### config.mk
export PLATFORM = sky130hd
export DESIGN_NAME = cfg_req_ctrl
export DESIGN_NICKNAME = d
export VERILOG_FILES = /design/src/rtl/cfg_req_pkg.sv /design/src/rtl/cfg_reg_decode.sv /design/src/rtl/cfg_plain_regs.sv /design/src/rtl/cfg_txn_engine.sv /design/src/rtl/cfg_req_ctrl.sv
export SDC_FILE = /design/constraint.sdc
export NUM_CORES = 1
export LEC_CHECK = 0
export ABC_AREA = 1
export BUFFER_PORTS_ARGS = -buffer_cell sky130_fd_sc_hd__buf_2
export CAP_MARGIN = 40
export CORE_ASPECT_RATIO = 2
export CORE_UTILIZATION = 54
export DETAILED_ROUTE_END_ITERATION = 12
export GPL_TIMING_DRIVEN = 0
export PLACE_DENSITY = 0.93
export SLEW_MARGIN = 20
export SYNTH_ARGS = -nofsm -noshare
export SYNTH_HDL_FRONTEND = slang
export SYNTH_SLANG_ARGS = --single-unit
### constraint.sdc
create_clock -name clk_i -period 3.35 [get_ports clk_i]
set_input_delay 0.335 -clock clk_i [delete_from_list [all_inputs] [get_ports clk_i]]
set_output_delay 0.335 -clock clk_i [all_outputs]
set_load 0.01 [all_outputs]
### src/rtl/cfg_req_pkg.sv
package cfg_req_pkg;
  localparam int unsigned ADDR_W = 12;
  localparam int unsigned DATA_W = 32;
  localparam int unsigned WORD_W = ADDR_W - 2;
  localparam int unsigned FUNC_W = 6;
  localparam int unsigned DEV_W  = 12;
  localparam int unsigned LED_W  = 8;
  localparam int unsigned SW_W   = 8;
  localparam int unsigned REV_W  = 4;

  // control word bit positions
  localparam int unsigned CTL_START = 31;
  localparam int unsigned CTL_DIR   = 30;
  localparam int unsigned FUNC_LSB  = 20;
  localparam int unsigned DEV_LSB   = 0;

  // word offsets
  localparam logic [WORD_W-1:0] W_LED  = WORD_W'(12'h004 >> 2);
  localparam logic [WORD_W-1:0] W_SW   = WORD_W'(12'h00C >> 2);
  localparam logic [WORD_W-1:0] W_REV  = WORD_W'(12'h010 >> 2);
  localparam logic [WORD_W-1:0] W_RTN  = WORD_W'(12'h0A0 >> 2);
  localparam logic [WORD_W-1:0] W_OUT  = WORD_W'(12'h0A4 >> 2);
  localparam logic [WORD_W-1:0] W_CTL  = WORD_W'(12'h0A8 >> 2);
  localparam logic [WORD_W-1:0] W_STAT = WORD_W'(12'h0AC >> 2);
  localparam logic [WORD_W-1:0] W_ID   = WORD_W'(12'hFFC >> 2);

  typedef enum logic [3:0] {
    SEL_NONE, SEL_LED, SEL_SW, SEL_REV, SEL_RTN,
    SEL_OUT, SEL_CTL, SEL_STAT, SEL_ID
  } reg_sel_e;

  typedef struct packed {
    logic              wr;
    logic [FUNC_W-1:0] func;
    logic [DEV_W-1:0]  dev;
  } ctl_t;
endpackage

### src/rtl/cfg_reg_decode.sv
module cfg_reg_decode
  import cfg_req_pkg::*;
(
  input  logic [ADDR_W-1:0] addr_i,
  output reg_sel_e          sel_o
);
  logic [WORD_W-1:0] word;
  logic              unused_lsb;

  assign word       = addr_i[ADDR_W-1:2];
  assign unused_lsb = ^addr_i[1:0];

  always_comb begin
    unique case (word)
      W_LED:   sel_o = SEL_LED;
      W_SW:    sel_o = SEL_SW;
      W_REV:   sel_o = SEL_REV;
      W_RTN:   sel_o = SEL_RTN;
      W_OUT:   sel_o = SEL_OUT;
      W_CTL:   sel_o = SEL_CTL;
      W_STAT:  sel_o = SEL_STAT;
      W_ID:    sel_o = SEL_ID;
      default: sel_o = SEL_NONE;
    endcase
  end
endmodule

### src/rtl/cfg_plain_regs.sv
module cfg_plain_regs
  import cfg_req_pkg::*;
(
  input  logic              clk_i,
  input  logic              rst_ni,
  input  logic              led_we_i,
  input  logic              out_we_i,
  input  logic [DATA_W-1:0] wdata_i,
  output logic [LED_W-1:0]  led_o,
  output logic [DATA_W-1:0] out_o
);
  always_ff @(posedge clk_i or negedge rst_ni) begin
    if (!rst_ni) begin
      led_o <= '0;
      out_o <= '0;
    end else begin
      if (led_we_i) led_o <= wdata_i[LED_W-1:0];
      if (out_we_i) out_o <= wdata_i;
    end
  end
endmodule

### src/rtl/cfg_txn_engine.sv
module cfg_txn_engine
  import cfg_req_pkg::*;
(
  input  logic              clk_i,
  input  logic              rst_ni,
  input  logic              ctl_we_i,
  input  logic              rtn_we_i,
  input  logic [DATA_W-1:0] wdata_i,
  input  logic              ack_i,
  input  logic              ack_err_i,
  input  logic [DATA_W-1:0] ack_data_i,
  output logic              busy_o,
  output logic              done_o,
  output logic              err_o,
  output logic              pulse_o,
  output ctl_t              ctl_o,
  output logic [DATA_W-1:0] rtn_o
);
  logic launch, finish, unused_wbits;

  assign launch       = ctl_we_i && !busy_o && wdata_i[CTL_START];
  assign finish       = busy_o && ack_i;
  assign unused_wbits = ^{wdata_i[29:26], wdata_i[19:12]};

  always_ff @(posedge clk_i or negedge rst_ni) begin
    if (!rst_ni) begin
      busy_o  <= 1'b0;
      done_o  <= 1'b0;
      err_o   <= 1'b0;
      pulse_o <= 1'b0;
      ctl_o   <= '0;
      rtn_o   <= '0;
    end else begin
      pulse_o <= launch;
      if (ctl_we_i && !busy_o) begin
        ctl_o.wr   <= wdata_i[CTL_DIR];
        ctl_o.func <= wdata_i[FUNC_LSB +: FUNC_W];
        ctl_o.dev  <= wdata_i[DEV_LSB +: DEV_W];
      end
      if (launch) begin
        busy_o <= 1'b1;
        done_o <= 1'b0;
        err_o  <= 1'b0;
      end else if (finish) begin
        busy_o <= 1'b0;
        done_o <= 1'b1;
        err_o  <= ack_err_i;
      end
      // agent data wins over a same-cycle software write
      if (finish && !ctl_o.wr) rtn_o <= ack_data_i;
      else if (rtn_we_i)       rtn_o <= wdata_i;
    end
  end


  pulse_one_cycle_chk: assert property (@(posedge clk_i) disable iff (!rst_ni)
    pulse_o |=> !pulse_o);

  pulse_with_busy_chk: assert property (@(posedge clk_i) disable iff (!rst_ni)
    pulse_o |-> busy_o);

  launch_clears_chk: assert property (@(posedge clk_i) disable iff (!rst_ni)
    launch |=> busy_o && !done_o && !err_o);

  ack_completes_chk: assert property (@(posedge clk_i) disable iff (!rst_ni)
    finish |=> !busy_o && done_o && (err_o == $past(ack_err_i)));

  fields_hold_chk: assert property (@(posedge clk_i) disable iff (!rst_ni)
    busy_o && !ack_i |=> $stable(ctl_o));
endmodule

### src/rtl/cfg_req_ctrl.sv
module cfg_req_ctrl
  import cfg_req_pkg::*;
#(
  parameter logic [7:0] IMPL_ID  = 8'h41,
  parameter logic [3:0] VARIANT  = 4'h1,
  parameter logic [3:0] ARCH_ID  = 4'h4,
  parameter logic [7:0] PART_NUM = 8'hA5,
  parameter logic [3:0] REVISION = 4'h2
) (
  input  logic              clk_i,
  input  logic              rst_ni,
  input  logic              bus_sel_i,
  input  logic              bus_we_i,
  input  logic [ADDR_W-1:0] bus_addr_i,
  input  logic [DATA_W-1:0] bus_wdata_i,
  output logic [DATA_W-1:0] bus_rdata_o,
  output logic              req_o,
  output logic              req_write_o,
  output logic [FUNC_W-1:0] req_func_o,
  output logic [DEV_W-1:0]  req_dev_o,
  output logic [DATA_W-1:0] req_data_o,
  output logic              start_pulse_o,
  input  logic              ack_i,
  input  logic              ack_err_i,
  input  logic [DATA_W-1:0] ack_data_i,
  output logic [LED_W-1:0]  led_o,
  input  logic [SW_W-1:0]   sw_i,
  input  logic [REV_W-1:0]  board_rev_i
);
  localparam logic [DATA_W-1:0] ID_WORD =
    {IMPL_ID, VARIANT, ARCH_ID, 4'h0, PART_NUM, REVISION};

  reg_sel_e          sel;
  logic              wr_en, busy, done, err;
  ctl_t              ctl;
  logic [DATA_W-1:0] rtn;

  assign wr_en = bus_sel_i && bus_we_i;

  cfg_reg_decode u_dec (
    .addr_i (bus_addr_i),
    .sel_o  (sel)
  );

  cfg_plain_regs u_regs (
    .clk_i    (clk_i),
    .rst_ni   (rst_ni),
    .led_we_i (wr_en && sel == SEL_LED),
    .out_we_i (wr_en && sel == SEL_OUT),
    .wdata_i  (bus_wdata_i),
    .led_o    (led_o),
    .out_o    (req_data_o)
  );

  cfg_txn_engine u_eng (
    .clk_i      (clk_i),
    .rst_ni     (rst_ni),
    .ctl_we_i   (wr_en && sel == SEL_CTL),
    .rtn_we_i   (wr_en && sel == SEL_RTN),
    .wdata_i    (bus_wdata_i),
    .ack_i      (ack_i),
    .ack_err_i  (ack_err_i),
    .ack_data_i (ack_data_i),
    .busy_o     (busy),
    .done_o     (done),
    .err_o      (err),
    .pulse_o    (start_pulse_o),
    .ctl_o      (ctl),
    .rtn_o      (rtn)
  );

  assign req_o       = busy;
  assign req_write_o = ctl.wr;
  assign req_func_o  = ctl.func;
  assign req_dev_o   = ctl.dev;

  always_comb begin
    bus_rdata_o = '0;
    unique case (sel)
      SEL_LED:  bus_rdata_o[LED_W-1:0] = led_o;
      SEL_SW:   bus_rdata_o[SW_W-1:0]  = sw_i;
      SEL_REV:  bus_rdata_o[REV_W-1:0] = board_rev_i;
      SEL_RTN:  bus_rdata_o = rtn;
      SEL_OUT:  bus_rdata_o = req_data_o;
      SEL_CTL:  bus_rdata_o = {busy, ctl.wr, 4'h0, ctl.func, 8'h0, ctl.dev};
      SEL_STAT: bus_rdata_o[1:0] = {err, done};
      SEL_ID:   bus_rdata_o = ID_WORD;
      default:  bus_rdata_o = '0;
    endcase
  end


  led_follows_write_chk: assert property (@(posedge clk_i) disable iff (!rst_ni)
    !(wr_en && sel == SEL_LED) |=> $stable(led_o));
endmodule

Word-level counts from Yosys, hierarchy flattened
Index checks and enable logic that the tools add are counted.
Storage, ports and cells
  register bits: 95
  latch bits: 0
  RAM bits: 0
  memory bits (read-only): 0
  bits of input ports: 94
  output and inout bits: 93
  logic and storage cells: 52
  memories kept: 0
Cells by class
  add/sub/neg operators: 0
  multipliers: 0
  divide/modulo/power cells: 0
  magnitude comparators: 0
  eq/ne operators: 16
  shifts and indexed selects: 0
  muxes and demuxes: 13
  bitwise gates (word level): 0
  reduce and logical (&&, ||, !) cells: 13
Operators with widths (number)
  case mux 24 bit (4 select lines): 1
  two-way mux 32 bit: 2
  == test 10 x 6 -> 1 bit (second input constant): 4
  case mux 4 bit (8 select lines): 1
  case mux 4 bit (6 select lines): 1
  == test 4 x 3 -> 1 bit (second input constant): 4
  case mux 2 bit (8 select lines): 1
  case mux 2 bit (6 select lines): 1
  == test 10 x 1 -> 1 bit (second input constant): 1
  == test 10 bit (second input constant): 1
  == test 10 x 2 -> 1 bit (second input constant): 1
  == test 10 x 3 -> 1 bit (second input constant): 1
  logical AND 1 bit: 9
  == test 4 x 2 -> 1 bit (second input constant): 2
  two-way mux 1 bit: 6
  == test 4 x 1 -> 1 bit (second input constant): 1
  == test 4 bit (second input constant): 1
  nonzero test 2 bit: 2
  logical NOT 1 bit: 2

Longest topological paths before layout
  depth after elaboration: 7
  gate-level depth with buffers: 10
  gate-level depth less buffers: 9

Cells and area by module
From an unflattened synthesis, not the netlist that was laid out.
Unflattened totals
  cell total of the unflattened synthesis: 792
  area, all modules: 5482.8 sq um
Modules (own cells, without submodules)
  cfg_txn_engine: instances 1, cells an instance 373, area an instance 2700.1 sq um, seq. area each 1376.3 sq um
  cfg_plain_regs: instances 1, cells an instance 170, area an instance 1597.8 sq um, seq. area each 1001.0 sq um
  cfg_req_ctrl: instances 1, cells an instance 216, area an instance 1036.0 sq um, seq. area each 0.0 sq um
  cfg_reg_decode: instances 1, cells an instance 33, area an instance 148.9 sq um, seq. area each 0.0 sq um

Least setup slack after synthesis
Ideal clock, no wire load.
  path type: input to output
  start point: input bus_addr_i[9]
  end point: output bus_rdata_o[12]
  data arrival time: 1428 ps
  required time: 3015 ps
  path slack: 1587 ps
  stages on the path: 7
  buffers on the path: 2
  path through: nor2_1 -> nand3_1 -> inv_2 -> nand3_2 -> buf_2 -> buf_2 -> o21ai_0
Between the ends
  cells in the longest elaborated chain, start to end: 4
  elaborated cells on any way between the ends: 14
  those cells by class: 12 x eq/ne; 2 x mux
RTL lines
  from (decl): RTL line cfg_req_ctrl.sv:14  | input logic [ADDR_W-1:0] bus_addr_i,
  == test 10 bit, or another cell as far along: RTL line cfg_reg_decode.sv:14  | unique case (word)
  case mux 4 bit (8 select lines) (*): RTL line cfg_reg_decode.sv:14
  == test 4 bit or == test 4 x 3 -> 1 bit (tied branches): RTL line cfg_req_ctrl.sv:79  | unique case (sel)
  case mux 24 bit (4 select lines) (*): RTL line cfg_req_ctrl.sv:79
  to (decl): RTL line cfg_req_ctrl.sv:16  | output logic [DATA_W-1:0] bus_rdata_o,
Mark *: on every way between the ends. The rest lies on a longest branch, timed or not.

Worst setup path in the final report
  start point: input bus_addr_i[2]
  end point: output bus_rdata_o[6]
Between the ends
  cells in the longest elaborated chain, start to end: 4
  elaborated cells on any way between the ends: 16
  those cells by class: 14 x eq/ne; 2 x mux
RTL lines (RTL line)
  == test 10 bit, or another cell as far along: cfg_reg_decode.sv:14
  case mux 4 bit (8 select lines) (*): cfg_reg_decode.sv:14
  == test 4 bit, or another cell as far along: cfg_req_ctrl.sv:79
  case mux 4 bit (6 select lines) (*): cfg_req_ctrl.sv:79
Marks and branches as above.

==> metrics.log <==
INFO  metric timing.critical_path.from_type = input pin
INFO  metric maximum_clock_frequency = 0.428 GHz
INFO  metric synth_cells = 641
INFO  metric p_int = 2.01 mW
INFO  metric start_util = 55.7%
INFO  metric cts.sinks = 95
INFO  metric finalWeightedCongestion = 0.978
INFO  metric switching_power = 597 uW
INFO  metric synth_seq_cells = 95
INFO  metric final-setup-viol-count = 0
INFO  metric r2r_cells = 7
INFO  metric highest_ir_drop_seen_on_vdd = 0.000334 V
INFO  metric grt_first_pass_wirelength = 26200 um
INFO  metric ant_nets = 0
INFO  metric detail_route.vias_per_cell = 5.69
INFO  metric crit_path_max_fanout = 8
INFO  metric powerDensity = 403 nW/um^2
INFO  metric cts_setup_buffers = 0
INFO  metric distinct_cells_synth = 36
INFO  metric number_of_gates_resized_after_cts = 0
INFO  metric sequential_cell_area = 2380 sq um
INFO  metric numCtsBuffers = 9
INFO  metric synth.avg_cell_area = 7.83 sq um
INFO  metric drt_iter0_markers = 426
INFO  metric tritoncts = yes
INFO  metric drcViolationCount = 0
INFO  metric timing.final.max_slew_violations = 0
INFO  metric worst_setup_hold_path_clk_slew = 70 ps
INFO  metric static-leakage-power = 3.63 nW
INFO  metric setup.worst_path.end_class = output pin
INFO  metric ys.flop_type = dfrtp_1
INFO  metric min-delay-path-class = input pin to register
INFO  metric utilization = 71.7%
INFO  metric grt_use_met1 = 37.1%
INFO  metric post_synth_most_frequent_cells = nand2_1, dfrtp_1, inv_1, o21ai_0, nand3_1
INFO  metric die-area = 9710 sq um
INFO  metric proportion_of_synthesized_chip_area_in_sequential_cells = 47.4%
INFO  metric antenna_violations_before_repair = 1
INFO  metric synth_nets = 735
INFO  metric pin_count = 187
INFO  metric report.final.hold_viol_count = 0
INFO  metric power_switching_share = 22.9%
INFO  metric grt_util_met3 = 5.76%
INFO  metric combinational_share_of_power = 8.1%
INFO  metric power.clock.fraction = 45.2%
INFO  metric synth.largest_area_cell = dfrtp_1
INFO  metric postSynth.asyncResetShare = 100%
INFO  metric grtUsageMet2 = 62.0%
INFO  metric timing.max_slew.rel_slack = 44.6%
INFO  metric worstSetupPathType = input pin to output pin
INFO  metric fill_cells = 708
INFO  metric final.min_clock_period = 2340 ps
INFO  metric cap_viol_max_count = 0
INFO  metric routed_wirelength = 16700 um
INFO  metric min_period_over_period = 69.8%
INFO  metric worst-r2r-setup-slack = 1420 ps
INFO  metric worst_max_slew_pin_slew = 825 ps
INFO  metric crit_arrival = 2000 ps
INFO  metric synth-edff-count = 0
INFO  metric min_from = ack_i
INFO  metric h-tree-depth = 3
INFO  metric io_buffers = 184
INFO  metric layout-drive-gt1-share = 32.0%
INFO  metric cts.path.max_buffers = 2
INFO  metric vias = 5386
INFO  metric wl_per_cell = 17.7 um
INFO  metric power_frac_seq = 46.7%
INFO  metric overflow = 0
INFO  metric fin_cells = 946
INFO  metric drt-pass1-iter-count = 5
INFO  metric num-nets-final = 932
INFO  metric depth_of_the_worst_hold_timing_path = 2
INFO  metric grt_start_max_net_pins = 54
INFO  metric ys.warnings.count = 0
INFO  metric regToRegStartpoint = u_eng.busy_o$_DFFE_PN0P_
INFO  metric crit-reg2reg-capture = u_eng.rtn_o[25]$_DFFE_PN0P_
INFO  metric most_utilized_layer_in_the_global_route_result = met2
INFO  metric outcome = finished clean
INFO  metric synth_area_leaders = dfrtp_1, nand2_1, o21ai_0
INFO  metric yosys.area.top_type_share = 47.4%
INFO  metric worst_clk_skew = 7.80 ps
INFO  metric via_count_of_the_first_global_routing_pass = 5378
INFO  metric synthesis.area = 5020 sq um
INFO  metric setup_total_negative_slack = 0 ps
INFO  metric place.detailed.hpwl = 12500 um
INFO  metric worst_skew_pair.late_latency = 350 ps
INFO  metric area_of_the_multi_input_gates = 2150 sq um
INFO  metric rows = 49
INFO  metric synthMostInstantiatedCell = nand2_1
INFO  metric ctsRootBufferMaster = clkbuf_16
INFO  metric vert_die_dim = 138 um
INFO  metric chipWidth = 70.2 um
INFO  metric critical_path_required = 3010 ps
INFO  metric post-place-cells = 928
INFO  metric min_delay_worst_endpoint = u_eng.busy_o$_DFFE_PN0P_
INFO  metric grt_use_total = 35.3%
INFO  metric synthToLayoutAreaGrowth = 28.7%
INFO  metric rsz0062_at_grt = no
INFO  metric core = 9010 sq um
==> cell usage in the layout (no fill, tap or decap), types with 2 or more instances in the layout <==
cell type,n
nand2_1,231
buf_2,194
dfrtp_1,95
inv_1,72
o21ai_0,56
nand3_1,31
nor2_1,24
o21ai_2,24
o211ai_1,16
nand4_1,10
buf_6,10
o21ai_1,9
clkbuf_16,9
clkbuf_1,7
inv_2,5
a21oi_2,5
o2111ai_1,4
nor2_2,3
a22o_1,3
buf_4,3
o21bai_1,3
bufinv_16,3
nand2_2,2
nand3_2,2
o22ai_1,2
a21oi_1,2
==> cell families after synthesis <==
family,Yosys count,share of synthesized area (%)
buffers and inverters,107,9.85
and+or+nand+nor,313,26.4
AOI/OAI and AO/OA,126,16.4
DFF,95,47.4
==> worst max-delay path by stage <==
| stage | startpoint | end | slack, ps | cells past startpoint |
|---|---|---|---|---|
| after CTS | bus_addr_i[11] | bus_rdata_o[17] | 1060 | 8 |
| after global routing | bus_addr_i[2] | bus_rdata_o[6] | 900 | 8 |
| final | bus_addr_i[2] | bus_rdata_o[6] | 1010 | 8 |
| after detailed placement | bus_addr_i[11] | bus_rdata_o[17] | 1070 | 8 |
| after global placement | bus_addr_i[11] | bus_rdata_o[17] | 1040 | 8 |
| after floorplan | bus_addr_i[9] | bus_rdata_o[12] | 1590 | 7 |
==> power groups by stage <==
stage / registers (mW) / logic (mW) / clock network [mW]
global route: 1.22 / 0.236 / 1.23
finish: 1.22 / 0.212 / 1.18
floorplan: 1.23 / 0.0887 / 0
detailed placement: 1.24 / 0.207 / 0
global placement: 1.23 / 0.198 / 0
CTS: 1.22 / 0.211 / 1.18
==> critical path, cell delays in order <==
cell and delay (ps):
buf_2 130, nand2_1 170, nor4_1 550, inv_1 380
nand2_1 180, nor2_1 70, nand3_1 60, buf_2 130
==> registers in the layout, summed over array words and instances (netlist names) <==
register       cells
u_eng.rtn_o       32
u_regs.out_o      32
u_eng.ctl_o       19
u_regs.led_o       8
u_eng.busy_o       1
u_eng.done_o       1
u_eng.err_o        1
u_eng.pulse_o      1
==> layout make-up <==
type / instances / share of cell area, %
antenna: 1 / 0.0387
clock buffer: 9 / 3.49
multi-input combinational: 439 / 33.2
inverter: 77 / 4.48
timing repair buffer: 186 / 14.9
clock inverter: 7 / 1.86
sequential: 95 / 36.8
buffer: 30 / 3.18
tap: 102 / 1.98
==> per-layer routing <==
layer,vias to the layer above,wire length (um)
li1,2467,-
met1,2486,5480
met2,344,8820
met3,89,1270
met4,0,1150
met5,-,0
==> metrics by stage <==
| step | total power [mW] | hold slack [ps] | setup slack, ps | instance area [sq um] |
|---|---|---|---|---|
| 2_1_floorplan | 1.32 | 39.4 | 1590 | 5020 |
| 3_3_place_gp | 1.43 | 465 | 1040 | 6070 |
| 3_5_place_dp | 1.44 | 277 | 1070 | 6100 |
| 4_1_cts | 2.61 | 205 | 1060 | 6460 |
| 5_1_grt | 2.68 | 205 | 900 | 6460 |
| 6_report | 2.61 | 210 | 1010 | 6460 |
==> repair_timing <==
action,in CTS,in global routing
hold buffers,1,0
hold endpoints to repair,42,0
setup endpoints to repair,0,0
Note: power is estimated with default switching activity, not from simulation.
